`config.mk`:
```
export PLATFORM = sky130hd
export DESIGN_NAME = cart_addr_mapper
export DESIGN_NICKNAME = d
export VERILOG_FILES = /design/src/rtl/cart_addr_mapper.sv
export SDC_FILE = /design/constraint.sdc
export NUM_CORES = 1
export LEC_CHECK = 0
export BUFFER_PORTS_ARGS = -buffer_cell sky130_fd_sc_hd__buf_2
export CAP_MARGIN = 20
export CORE_MARGIN = 4
export CORE_UTILIZATION = 46
export CTS_BUF_LIST = sky130_fd_sc_hd__clkbuf_4 sky130_fd_sc_hd__clkbuf_8 sky130_fd_sc_hd__clkbuf_16
export DETAILED_ROUTE_END_ITERATION = 8
export HOLD_SLACK_MARGIN = 0.12
export PLACE_DENSITY = 0.83
export REMOVE_ABC_BUFFERS = 1
export SKIP_LAST_GASP = 1
export SLEW_MARGIN = 0
export SYNTH_ARGS = -nofsm -noshare
export SYNTH_HDL_FRONTEND = slang
export SYNTH_SLANG_ARGS = --single-unit
```
`constraint.sdc`:
```
create_clock -name clk -period 3.3 [get_ports clk]
set_clock_uncertainty 0.1 [all_clocks]
set_input_delay 0.33 -clock clk [delete_from_list [all_inputs] [get_ports clk]]
set_output_delay 0.33 -clock clk [all_outputs]
set_load 0.005 [all_outputs]
```
`src/rtl/cart_addr_mapper.sv`:
```
module cart_addr_mapper #(
  parameter int ROM_BYTES   = 512 * 1024,
  parameter int RAM_BYTES   = 512 * 1024,
  parameter int FLASH_BYTES = 4 * 1024 * 1024,
  localparam int ROM_AW   = $clog2(ROM_BYTES),
  localparam int RAM_AW   = $clog2(RAM_BYTES),
  localparam int FLASH_AW = $clog2(FLASH_BYTES),
  localparam int PA_W = (ROM_AW > RAM_AW)
                        ? ((ROM_AW > FLASH_AW) ? ROM_AW : FLASH_AW)
                        : ((RAM_AW > FLASH_AW) ? RAM_AW : FLASH_AW)
) (
  input  logic            clk,
  input  logic            rst_n,
  input  logic [23:0]     cpu_addr,
  input  logic [7:0]      bus_data,
  input  logic [15:0]     flags,
  output logic [3:0]      tgt_sel,
  output logic [PA_W-1:0] phys_addr,
  output logic            open_bus,
  output logic [7:0]      open_data
);
  localparam int F_FB_RAM  = 1;
  localparam int F_LINEAR  = 2;
  localparam int F_RAM60   = 3;
  localparam int F_HIDE40  = 5;
  localparam int F_HIDE50  = 6;
  localparam int F_ROM_LO  = 7;
  localparam int F_ROM_HI  = 8;

  localparam logic [3:0] S_ROM   = 4'b0001;
  localparam logic [3:0] S_RAM   = 4'b0010;
  localparam logic [3:0] S_FLASH = 4'b0100;
  localparam logic [3:0] S_OPEN  = 4'b1000;

  localparam logic [23:0] ROM_MASK   = 24'(ROM_BYTES - 1);
  localparam logic [23:0] RAM_MASK   = 24'(RAM_BYTES - 1);
  localparam logic [23:0] FLASH_MASK = 24'(FLASH_BYTES - 1);

  wire [7:0]  bank   = cpu_addr[23:16];
  wire        upper  = cpu_addr[15];

  wire [23:0] rom_fold = {4'b0, cpu_addr[20:16], cpu_addr[14:0]};
  wire [23:0] fb_fold  = {2'b0, cpu_addr[22:16], cpu_addr[14:0]};
  wire [23:0] fb_lin   = {1'b0, cpu_addr[22:0]};
  wire [23:0] ram_wide = {4'b0, cpu_addr[19:0]};
  wire [23:0] ram_70   = {5'b0, cpu_addr[18:0]};

  wire hit_rom_lo = (bank <= 8'h1F) && upper && flags[F_ROM_LO];
  wire hit_rom_hi = (bank[7:5] == 3'b100) && upper && flags[F_ROM_HI];
  wire hit_ram_sm = (bank[7:5] == 3'b001) && (cpu_addr[15:13] == 3'b011);
  wire hit_ram40  = (bank[7:4] == 4'h4) && !flags[F_HIDE40];
  wire hit_ram50  = (bank[7:4] == 4'h5) && !flags[F_HIDE50];
  wire hit_ram60  = (bank[7:4] == 4'h6) && flags[F_RAM60];
  wire hit_ram70  = (bank[7:3] == 5'b01110);
  wire hit_fb     = bank[6] || upper;

  logic [3:0]  sel_d;
  logic [23:0] raw_d;
  logic [23:0] mask_d;

  always_comb begin
    sel_d = S_OPEN;
    raw_d = 24'h0;
    if (hit_rom_lo || hit_rom_hi) begin
      sel_d = S_ROM;
      raw_d = rom_fold;
    end else if (hit_ram_sm) begin
      sel_d = S_RAM;
      raw_d = cpu_addr;
    end else if (hit_ram40 || hit_ram50 || hit_ram60) begin
      sel_d = S_RAM;
      raw_d = ram_wide;
    end else if (hit_ram70) begin
      sel_d = S_RAM;
      raw_d = ram_70;
    end else if (hit_fb) begin
      sel_d = flags[F_FB_RAM] ? S_RAM : S_FLASH;
      raw_d = flags[F_LINEAR] ? fb_lin : fb_fold;
    end
  end

  always_comb begin
    case (sel_d)
      S_ROM:   mask_d = ROM_MASK;
      S_RAM:   mask_d = RAM_MASK;
      S_FLASH: mask_d = FLASH_MASK;
      default: mask_d = 24'h0;
    endcase
  end

  wire [23:0] mirrored = raw_d & mask_d;

  logic [7:0] last_q;

  always_ff @(posedge clk) begin
    if (!rst_n) begin
      tgt_sel   <= S_OPEN;
      phys_addr <= '0;
      open_data <= 8'h00;
      last_q    <= 8'h00;
    end else begin
      tgt_sel   <= sel_d;
      phys_addr <= mirrored[PA_W-1:0];
      open_data <= sel_d[3] ? last_q : 8'h00;
      last_q    <= bus_data;
    end
  end

  assign open_bus = tgt_sel[3];
endmodule


```
==> flow_summary.json <==
{
  "switchingPower_w": 0.000221,
  "critPathMaxFanout": 8,
  "diodes": 0,
  "grt_first_pass_wirelength_mm": 6.39,
  "synth_warnings": 0,
  "routed-via-count": 1352,
  "fillerInstances": 263,
  "routed_wire_length_per_instance_um": 13.8,
  "grt_max_degree": 29,
  "power_switching_share_pct": 20.3,
  "die_h_um": 65.3,
  "max_cap_violation_count": 0,
  "cts-root-to-sink-buffers": 2,
  "clkLatencyLatePin_ps": 340,
  "ys_async_sr_fraction_pct": 0,
  "synth_enable_flop_cells": 0,
  "netlist_area_sq_um": 1510,
  "clock_power_share_pct": 37.9,
  "layout_area_growth_over_synthesis_pct": 48.0,
  "run_status": "finished clean",
  "synth_top_cells_by_count": "sky130_fd_sc_hd__dfxtp_1 (42), sky130_fd_sc_hd__and2_1 (17), sky130_fd_sc_hd__and3_1 (16)",
  "time_the_worst_path_needs_with_i_o_delays_and_setup_ps": 1910,
  "number_of_standard_cells_after_synthesis": 141,
  "final_core_utilization_pct": 71.9,
  "grt_use_total_pct": 19.6,
  "slew_viol_final": 0,
  "layout_worst_path_cycle_share_pct": 57.9,
  "post_route_cells_drive_above_1_share_pct": 37.4,
  "combinationalPowerShare_pct": 12.7,
  "clock_tree.htree_level_count": 2,
  "detail_route.drc_violations": 0,
  "clock_sinks": 42,
  "dp_hpwl_mm": 2.52,
  "fmaxAchievable_mhz": 524,
  "rows": 20,
  "dr.first_iter.drc_count": 49,
  "flops_latches_synth": 42,
  "drt_wl_total_mm": 3.89,
  "max-slew-margin-rel_pct": 65.6,
  "post-synth-top-area-fraction_pct": 55.8,
  "internal_power_w": 0.000866,
  "syn_area_per_cell_sq_um": 10.7,
  "power_density_nw_per_um2": 487,
  "cts_inserted_buffers": 5,
  "cellLeakagePower_nw": 1.13,
  "endpoint_kind": "flip-flop",
  "design.die.area_sq_um": 4260,
  "place.port_buffers": 75,
  "hp-class": "input pin to flip-flop",
  "vdd_drop_max_mv": 0.267,
  "initial_utilization_pct": 48.6,
  "overflow": 0,
  "setup.reg_to_reg.worst_slack_ps": 2650,
  "timing_worst_setup_path_type": "input pin to flip-flop",
  "antenna_found_initial": 0,
  "tritoncts": "built",
  "cts-resized-gates": 0,
  "coreArea_sq_um": 3100,
  "synth-seq-area-share_pct": 55.8,
  "synthDominantAreaCellType": "sky130_fd_sc_hd__dfxtp_1",
  "grt_pass1_vias": 1391,
  "netlist-cell-type-count": 40,
  "post_synth_main_area_contributors": "sky130_fd_sc_hd__dfxtp_1 (56%), sky130_fd_sc_hd__and2_1 (7.1%), sky130_fd_sc_hd__and3_1 (6.6%), sky130_fd_sc_hd__or3_1 (2.1%), sky130_fd_sc_hd__a32o_1 (2.0%)",
  "drt.antenna.violating_nets": 0,
  "place.gp.congestion": 0.805,
  "design.portCount": 85,
  "clk_pin_slew_worst_paths_ps": 110,
  "critical_path.max_stage_delay_ps": 520,
  "data_arrival_critical_path_ps": 2050,
  "firstDrtPassIters": 4,
  "nNetsFinal": 287,
  "finalHoldViolations": 0,
  "type_of_element_launching_the_critical_path": "input pin",
  "ys_dominant_reg_cell": "sky130_fd_sc_hd__dfxtp_1",
  "detail_route.vias_per_cell": 4.79,
  "timing.final.setup_violations": 0,
  "setup_repair_after_global_routing_missed_its_margin": "false",
  "cts_root_buf": "sky130_fd_sc_hd__clkbuf_4",
  "seq_power_share_pct": 49.4,
  "post-synth-top-count-cell": "sky130_fd_sc_hd__dfxtp_1",
  "setup_total_negative_slack_ps": 0,
  "worstPathCellList": "dlygate4sd3_1 > buf_2 > nand4b_1 > nor3_2 > o41ai_1 > a32o_1",
  "die_width_um": 65.3,
  "worst_slew_pin_slew_ps": 510,
  "critical_path.slowest_cell": "sky130_fd_sc_hd__dlygate4sd3_1",
  "wp_data_required_ps": 3440
}
==> per-stage QoR <==
| stage | instance area, sq um | power (W) | setup WS [ps] | hold slack, ps | instances |
|---|---|---|---|---|---|
| after floorplan | 1460 | 0.000601 | 1830 | 306 | 132 |
| after global placement | 1890 | 0.000660 | 1450 | 309 | 251 |
| after detailed placement | 1890 | 0.000663 | 1470 | 310 | 251 |
| after global routing | 2230 | 0.00114 | 1250 | 121 | 282 |
| after CTS | 2220 | 0.00109 | 1420 | 120 | 281 |
| final | 2230 | 0.00109 | 1390 | 139 | 282 |
==> cell type report <==
class                      instances  area, sq um  area share (%)
clock buffer                       6         51.3            2.30
clock inverter                     2         60.1            2.69
inverter                           8         30.0            1.35
multi-input combinational         82          589            26.4
sequential                        42          841            37.7
tap                               44         55.1            2.47
timing repair buffer              98          606            27.1
==> layer usage <==
metal	vias up	wire [um]	GRT usage (%)	part of all wire [%]
li1	685	-	-	-
met1	608	1560	21.7	40
met2	50	2040	36.5	52
met3	9	212	4.79	5.4
met4	0	80	5.70	2.1
met5	-	0	0	0
==> logic make-up after synthesis <==
| group | synth area share (%) |
|---|---|
| compound gates | 12.7 |
| flops | 55.8 |
| simple gates | 25.1 |
| mux | 1.33 |
| buf+inv | 5.15 |
==> cell usage in the layout, fill, tap and decap left out, types with 2 or more instances in the layout <==
cell,netlist,final
sky130_fd_sc_hd__a2bb2oi_1,3,3
sky130_fd_sc_hd__a32o_1,3,3
sky130_fd_sc_hd__and2_1,17,17
sky130_fd_sc_hd__and3_1,16,16
sky130_fd_sc_hd__buf_2,2,75
sky130_fd_sc_hd__bufinv_16,0,2
sky130_fd_sc_hd__clkbuf_4,0,5
sky130_fd_sc_hd__dfxtp_1,42,42
sky130_fd_sc_hd__dlygate4sd3_1,0,23
sky130_fd_sc_hd__inv_1,7,7
sky130_fd_sc_hd__mux2i_1,2,2
sky130_fd_sc_hd__nand4b_1,2,2
sky130_fd_sc_hd__nor2_1,6,6
sky130_fd_sc_hd__nor2b_1,2,2
sky130_fd_sc_hd__o41ai_1,3,3
sky130_fd_sc_hd__or3_1,5,5
==> timing repair <==
item	in CTS	in global routing
hold buffers	22	1
setup buffers	0	0
hold endpoints to repair	22	1
==> worst max-delay path, delay by kind of cell <==
kind / cells / cell delay (ps)
AND/OR/NAND/NOR: 2 / 710
buffers and inverters: 2 / 620
AO/OA/AOI/OAI: 2 / 390
==> sequential cells by signal, summed over array words and instances (netlist names) <==
register,flops
last_q,8
open_data,8
phys_addr,22
tgt_sel,4
==> power by group through the flow <==
stage / clock [W] / combinational, W / sequential (W)
finish: 0.000412 / 0.000138 / 0.000537
global route: 0.000444 / 0.000153 / 0.000540
CTS: 0.000420 / 0.000135 / 0.000537
detailed placement: 0 / 0.000114 / 0.000549
global placement: 0 / 0.000112 / 0.000548
floorplan: 0 / 0.0000479 / 0.000553
==> worst paths after layout <==
kind / start / end / cells after the start
worst max-delay path: cpu_addr[14] / phys_addr[17]$_SDFF_PN0_ / 6
worst min-delay path: cpu_addr[18] / phys_addr[17]$_SDFF_PN0_ / 2
worst max register to register: last_q[4]$_SDFF_PN0_ / open_data[4]$_SDFF_PN0_ / 1
worst min register to register: last_q[3]$_SDFF_PN0_ / open_data[3]$_SDFF_PN0_ / 1
No activity file was read; power rests on OpenSTA's default activity.
